File: src/rtl/epwm_steer.sv
module epwm_steer #(
  parameter int CNT_W = 10,
  parameter int DBW   = 7
) (
  input  logic             clk,
  input  logic             rst_n,
  input  logic             ctl_we,
  input  logic [7:0]       ctl_wdata,
  input  logic             duty_we,
  input  logic [CNT_W-3:0] duty_wdata,
  input  logic [CNT_W-1:0] period,
  input  logic [DBW-1:0]   dead_cnt,
  output logic [3:0]       pwm_out,
  output logic [3:0]       pwm_oe
);
  localparam int HI_W = CNT_W - 2;

  logic [3:0]       mode_q;
  logic [1:0]       steer_q, dlo_q;
  logic [HI_W-1:0]  dhi_q;
  logic [CNT_W-1:0] duty_act, cnt_q;
  logic [DBW-1:0]   run_a, run_b;
  logic [3:0]       act, oe, mask;

  wire on      = mode_q[3:2] == 2'b11;
  wire pwm_raw = on && (cnt_q < duty_act);
  wire pwm_cmp = on && !(cnt_q < duty_act);
  wire a_db    = pwm_raw && (run_a >= dead_cnt);
  wire b_db    = pwm_cmp && (run_b >= dead_cnt);

  always_ff @(posedge clk or negedge rst_n) begin
    if (!rst_n) begin
      mode_q <= '0; steer_q <= '0; dlo_q <= '0; dhi_q <= '0;
      duty_act <= '0; cnt_q <= '0; run_a <= '0; run_b <= '0;
    end else begin
      if (ctl_we) {steer_q, dlo_q, mode_q} <= ctl_wdata;
      if (duty_we) dhi_q <= duty_wdata;
      if (!on || cnt_q >= period) begin
        cnt_q    <= '0;
        duty_act <= {dhi_q, dlo_q};
      end else begin
        cnt_q <= cnt_q + 1'b1;
      end
      if (!pwm_raw) run_a <= '0;
      else if (run_a < dead_cnt) run_a <= run_a + 1'b1;
      if (!pwm_cmp) run_b <= '0;
      else if (run_b < dead_cnt) run_b <= run_b + 1'b1;
    end
  end

  always_comb begin
    case (steer_q)
      2'b00:   begin act = {3'b000, pwm_raw};          oe = 4'b0001; end
      2'b01:   begin act = {pwm_raw, 3'b001};          oe = 4'b1111; end
      2'b10:   begin act = {2'b00, b_db, a_db};        oe = 4'b0011; end
      default: begin act = {2'b01, pwm_raw, 1'b0};     oe = 4'b1111; end
    endcase
  end

  assign mask    = {mode_q[0], mode_q[1], mode_q[0], mode_q[1]};
  assign pwm_oe  = on ? oe : 4'b0000;
  assign pwm_out = on ? ((act ^ mask) & oe) : 4'b0000;
endmodule

File: config.mk
export PLATFORM = sky130hd
export DESIGN_NAME = epwm_steer
export DESIGN_NICKNAME = d
export VERILOG_FILES = /design/src/rtl/epwm_steer.sv
export SDC_FILE = /design/constraint.sdc
export NUM_CORES = 1
export LEC_CHECK = 0
export BUFFER_PORTS_ARGS = -buffer_cell sky130_fd_sc_hd__buf_2
export CAP_MARGIN = 20
export CORE_MARGIN = 3
export CORE_UTILIZATION = 50
export DETAILED_ROUTE_END_ITERATION = 7
export GPL_TIMING_DRIVEN = 0
export PLACE_DENSITY = 0.76
export RECOVER_POWER = 100
export SLEW_MARGIN = 10
export SYNTH_ARGS = -nofsm -noshare
export SYNTH_HDL_FRONTEND = slang
export SYNTH_SLANG_ARGS = --single-unit
File: constraint.sdc
create_clock -name clk -period 2.9 [get_ports clk]
set_clock_uncertainty 0.1 [all_clocks]
set_input_delay 0.29 -clock clk [delete_from_list [all_inputs] [get_ports clk]]
set_output_delay 0.29 -clock clk [all_outputs]
set_load 0.01 [all_outputs]
==> impl_results.html <==
<table>
<tr><th>Metric</th><th>Value</th></tr>
<tr><th colspan="2">Clock network</th></tr>
<tr><td>Maximum clock path buffer count</td><td>2</td></tr>
<tr><td>Root buffer selected by CTS</td><td>sky130_fd_sc_hd__clkbuf_8</td></tr>
<tr><td>Number of levels the H-tree was split into</td><td>2</td></tr>
<tr><td>Number of clock sinks seen by CTS</td><td>50</td></tr>
<tr><td>Clock-pin slew reported for the worst setup and hold paths after clock tree synthesis</td><td>0.09 ns</td></tr>
<tr><td>CTS Buf Count</td><td>5</td></tr>
<tr><td>Clock tree from TritonCTS</td><td>done</td></tr>
<tr><td>Insertion delay of the later-clocked pin in the worst-skew pair</td><td>0.30 ns</td></tr>
<tr><th colspan="2">Cells and area</th></tr>
<tr><td>Number of fillers in the final layout</td><td>519</td></tr>
<tr><td>Syn-to-layout area delta</td><td>16.1%</td></tr>
<tr><td>Share of the core filled with cells in the final layout</td><td>60.3%</td></tr>
<tr><td>Nets@finish</td><td>452</td></tr>
<tr><td>Number of inserted diodes</td><td>0</td></tr>
<tr><td>Share of final-layout standard cells stronger than drive strength 1</td><td>22.2%</td></tr>
<tr><td>Final Non-Filler Cells</td><td>454</td></tr>
<tr><th colspan="2">Synthesis</th></tr>
<tr><td>Area of the mapped netlist</td><td>3090 µm²</td></tr>
<tr><td>Leading post-synthesis cells by cell area</td><td>sky130_fd_sc_hd__dfrtp_1, sky130_fd_sc_hd__ha_1, sky130_fd_sc_hd__mux2_2, sky130_fd_sc_hd__xnor2_1, sky130_fd_sc_hd__nor2_1</td></tr>
<tr><td>Mapped Nets</td><td>394</td></tr>
<tr><td>Share of cell area taken by muxes after synthesis</td><td>6.63%</td></tr>
<tr><td>Share of the yosys chip area belonging to registers</td><td>40.4%</td></tr>
<tr><td>Synthesized-area fraction occupied by adder cells</td><td>14.6%</td></tr>
<tr><td>Post-synthesis cell type count</td><td>43</td></tr>
<tr><td>Synth warnings</td><td>0</td></tr>
<tr><td>XOR/XNOR Fraction of Synth Area</td><td>6.23%</td></tr>
<tr><td>Post-Synth Simple-Gate Area</td><td>15.6%</td></tr>
<tr><td>Synthesized flop and latch total</td><td>50</td></tr>
<tr><td>Synth top area share</td><td>40.4%</td></tr>
<tr><td>Main combinational cell family by area after synthesis</td><td>simple AND/OR/NAND/NOR gates</td></tr>
<tr><td>Gate Count Post-Synth</td><td>321</td></tr>
<tr><td>Mean instance size in the synthesized netlist</td><td>9.64 µm²</td></tr>
<tr><td>Synthesized-area fraction occupied by ao, oa, aoi and oai cells</td><td>10.5%</td></tr>
<tr><td>Largest area contributor in the synthesized netlist</td><td>sky130_fd_sc_hd__dfrtp_1</td></tr>
<tr><th colspan="2">Routing</th></tr>
<tr><td>Average wire per cell in the routed design</td><td>13.0 µm</td></tr>
<tr><td>Vias</td><td>2401</td></tr>
<tr><td>Antenna Violating Nets Remaining</td><td>0</td></tr>
<tr><td>Final routed wirelength across all metal layers</td><td>5900 µm</td></tr>
<tr><td>Violation count after the first detailed-routing iteration</td><td>66</td></tr>
<tr><td>TritonRoute pass-1 iters</td><td>4</td></tr>
<tr><td>Post-route DRC violation count</td><td>0</td></tr>
<tr><td>Via-to-Cell Ratio</td><td>5.29</td></tr>
<tr><th colspan="2">Placement</th></tr>
<tr><td>IO buf count</td><td>42</td></tr>
<tr><td>Post-Place Worst Slack</td><td>0.375 ns</td></tr>
<tr><td>Half-perimeter wire length after placement</td><td>4540 µm</td></tr>
<tr><td>Post-Place Cells</td><td>438</td></tr>
<tr><td>Final RePlAce weighted congestion</td><td>0.816</td></tr>
<tr><th colspan="2">Die</th></tr>
<tr><td>Total Die Area</td><td>7170 µm²</td></tr>
<tr><td>Placeable core region</td><td>5960 µm²</td></tr>
<tr><td>Die outline height</td><td>84.7 µm</td></tr>
<tr><td>FP Rows</td><td>28</td></tr>
<tr><td>Initial Utilization</td><td>52.0%</td></tr>
<tr><td>Chip Width</td><td>84.7 µm</td></tr>
<tr><td>Top-level I/O count</td><td>45</td></tr>
<tr><th colspan="2">Worst setup path</th></tr>
<tr><td>Maximum net fanout on the critical path</td><td>4</td></tr>
<tr><td>Required time of the critical path</td><td>2.51 ns</td></tr>
<tr><td>WS Path Type</td><td>reg -&gt; out</td></tr>
<tr><td>Kind of start point of the critical path</td><td>register</td></tr>
<tr><td>Category of the worst setup path capture point</td><td>output port</td></tr>
<tr><td>Arrival time worst endpoint</td><td>2.38 ns</td></tr>
<tr><th colspan="2">Power and ir drop</th></tr>
<tr><td>Power Density</td><td>424 nW/µm²</td></tr>
<tr><td>Highest ir drop seen on vdd</td><td>0.000356 V</td></tr>
<tr><td>Standby leakage power</td><td>1.73 nW</td></tr>
<tr><th colspan="2">Timing</th></tr>
<tr><td>Tightest slew margin relative to the limit</td><td>39.8%</td></tr>
<tr><td>Max-slew violation total from the final report</td><td>0</td></tr>
<tr><td>Final Hold Fails</td><td>0</td></tr>
<tr><td>Count of final setup violators</td><td>0</td></tr>
<tr><td>Final setup margin</td><td>0.129 ns</td></tr>
<tr><td>Crit path time final</td><td>2.77 ns</td></tr>
<tr><td>Worst hold slack across all endpoints</td><td>0.115 ns</td></tr>
<tr><td>Slew at the pin closest to its max-slew limit</td><td>0.903 ns</td></tr>
<tr><td>Maximum clock rate</td><td>361 MHz</td></tr>
<tr><td>Fin crit share</td><td>95.6%</td></tr>
<tr><th colspan="2">Global route</th></tr>
<tr><td>Total grt overflow</td><td>0</td></tr>
<tr><td>Global-route usage over all layers</td><td>18.0%</td></tr>
<tr><td>Antenna violations before repair</td><td>0</td></tr>
<tr><td>Vias in the first global route</td><td>2421</td></tr>
<tr><td>Maximum number of pins on one net before global-route repair</td><td>51</td></tr>
<tr><td>Global-route wire length before repair</td><td>10600 µm</td></tr>
<tr><th colspan="2">Min path</th></tr>
<tr><td>Worst hold path type</td><td>in -&gt; reg</td></tr>
<tr><th colspan="2">Job</th></tr>
<tr><td>Max cap viols</td><td>0</td></tr>
<tr><th colspan="2">Run status</th></tr>
<tr><td>Outcome</td><td>complete, no violations</td></tr>
</table>
==> sequential cells by signal, indices dropped and copies added (netlist names) <==
register and cells:
dhi_q 8, steer_q 2, duty_act 10, mode_q 4
run_b 7, run_a 7, cnt_q 10, dlo_q 2
==> metrics by stage <==
stage          setup TNS [ns]  instance area, µm²  power (mW)
6_report                    0                3590        1.52
5_1_grt               -0.0420                3590        1.62
4_1_cts                     0                3510        1.54
3_5_place_dp                0                3400        1.05
3_3_place_gp                0                3400        1.03
2_1_floorplan               0                3090       0.956
==> logic make-up (layout without fill, tap and decap cells) <==
logic type               after synthesis  after routing
AO/OA/AOI/OAI                         50             50
XOR/XNOR                              22             22
adder cells (fa/ha/maj)               36             36
buffers and inverters                 44            102
flip-flops                            50             50
multiplexers                          18             18
AND/OR/NAND/NOR                      101            101
==> final timing paths <==
check / depth (start not counted) / endpoint / startpoint / slack (ns)
worst max-delay path: 8 / pwm_out[0] / cnt_q[4]$_DFF_PN0_ / 0.13
worst min-delay path: 2 / dlo_q[0]$_DFFE_PN0P_ / ctl_wdata[4] / 0.12
worst max register to register: 8 / duty_act[0]$_DFFE_PN0N_ / cnt_q[7]$_DFF_PN0_ / 0.32
worst min register to register: 2 / duty_act[7]$_DFFE_PN0N_ / dhi_q[5]$_DFFE_PN0P_ / 0.39
max in group asynchronous: 3 / cnt_q[4]$_DFF_PN0_ / rst_n / 0.78
min in group asynchronous: 2 / run_b[5]$_DFFE_PN0P_ / rst_n / 0.54
==> cell usage in the layout, fill, tap and decap left out, drive strengths merged, types with 8 or more instances in the layout <==
cell and count:
a21oi 17, buf 40, clkbuf 25, dfrtp 50
ha 36, inv 35, mux2 17, nand2 22
nand3 11, nor2 36, nor3 8, o21ai 17
xnor2 16
==> layout make-up <==
cell class | instances | area (µm²) | area share [%]
plain buffers | 9 | 43.8 | 1.22
clock buffers | 6 | 82.6 | 2.30
clock inverters | 1 | 30.0 | 0.836
inverters | 35 | 131 | 3.66
multi-input cells | 227 | 1690 | 46.9
flip-flops and latches | 50 | 1250 | 34.9
well taps | 75 | 93.8 | 2.61
repair buffers | 51 | 272 | 7.56
==> synthesized netlist by cell type, drive strengths merged <==
cell type,n
a41oi,1
nor2,36
inv,35
o21ai,17
nand2,22
mux2,17
or3,1
a311o,1
nor3,8
nand2b,4
o211ai,2
ha,36
and2,2
nand3b,1
mux2i,1
dfrtp,50
a21oi,17
o21a,3
xor2,6
xnor2,16
a2111oi,1
buf,4
clkbuf,5
and3,1
nor4,2
nor4b,1
nor2b,2
o31ai,1
nand3,11
and4b,1
nand4,7
a21boi,1
nand4b,1
nor3b,1
a211o,2
a211oi,4
==> layer usage <==
layer / vias up / part of all wire [%] / global-route usage (%)
met5: - / 0 / 0
met4: 0 / 1.2 / 5.61
met1: 1147 / 45 / 23.3
met2: 34 / 50 / 30.7
met3: 8 / 3.3 / 3.04
li1: 1212 / - / -
==> critical path, stage by stage (launching register included) <==
cell and delay (ns):
sky130_fd_sc_hd__dfrtp_2 0.43, sky130_fd_sc_hd__ha_1 0.32, sky130_fd_sc_hd__a21oi_2 0.16, sky130_fd_sc_hd__a211oi_2 0.10
sky130_fd_sc_hd__a2111oi_4 0.29, sky130_fd_sc_hd__a21oi_1 0.13, sky130_fd_sc_hd__or3_1 0.35, sky130_fd_sc_hd__a21oi_2 0.15
sky130_fd_sc_hd__buf_2 0.15
==> timing repair <==
item | CTS | global route
resized for setup | 0 | 10
setup buffers | 0 | 7
hold buffers | 0 | 1
endpoints found under the setup margin | 0 | 1
hold endpoints to repair | 0 | 17
==> report_power, final <==
group	total, mW	leakage [nW]	internal (mW)	switching, mW
registers	0.774	0.638	0.746	0.0275
clock network	0.493	0.0573	0.276	0.217
logic	0.254	1.04	0.112	0.142
total	1.52	1.73	1.13	0.387
No activity file was read; power rests on OpenSTA's default activity.
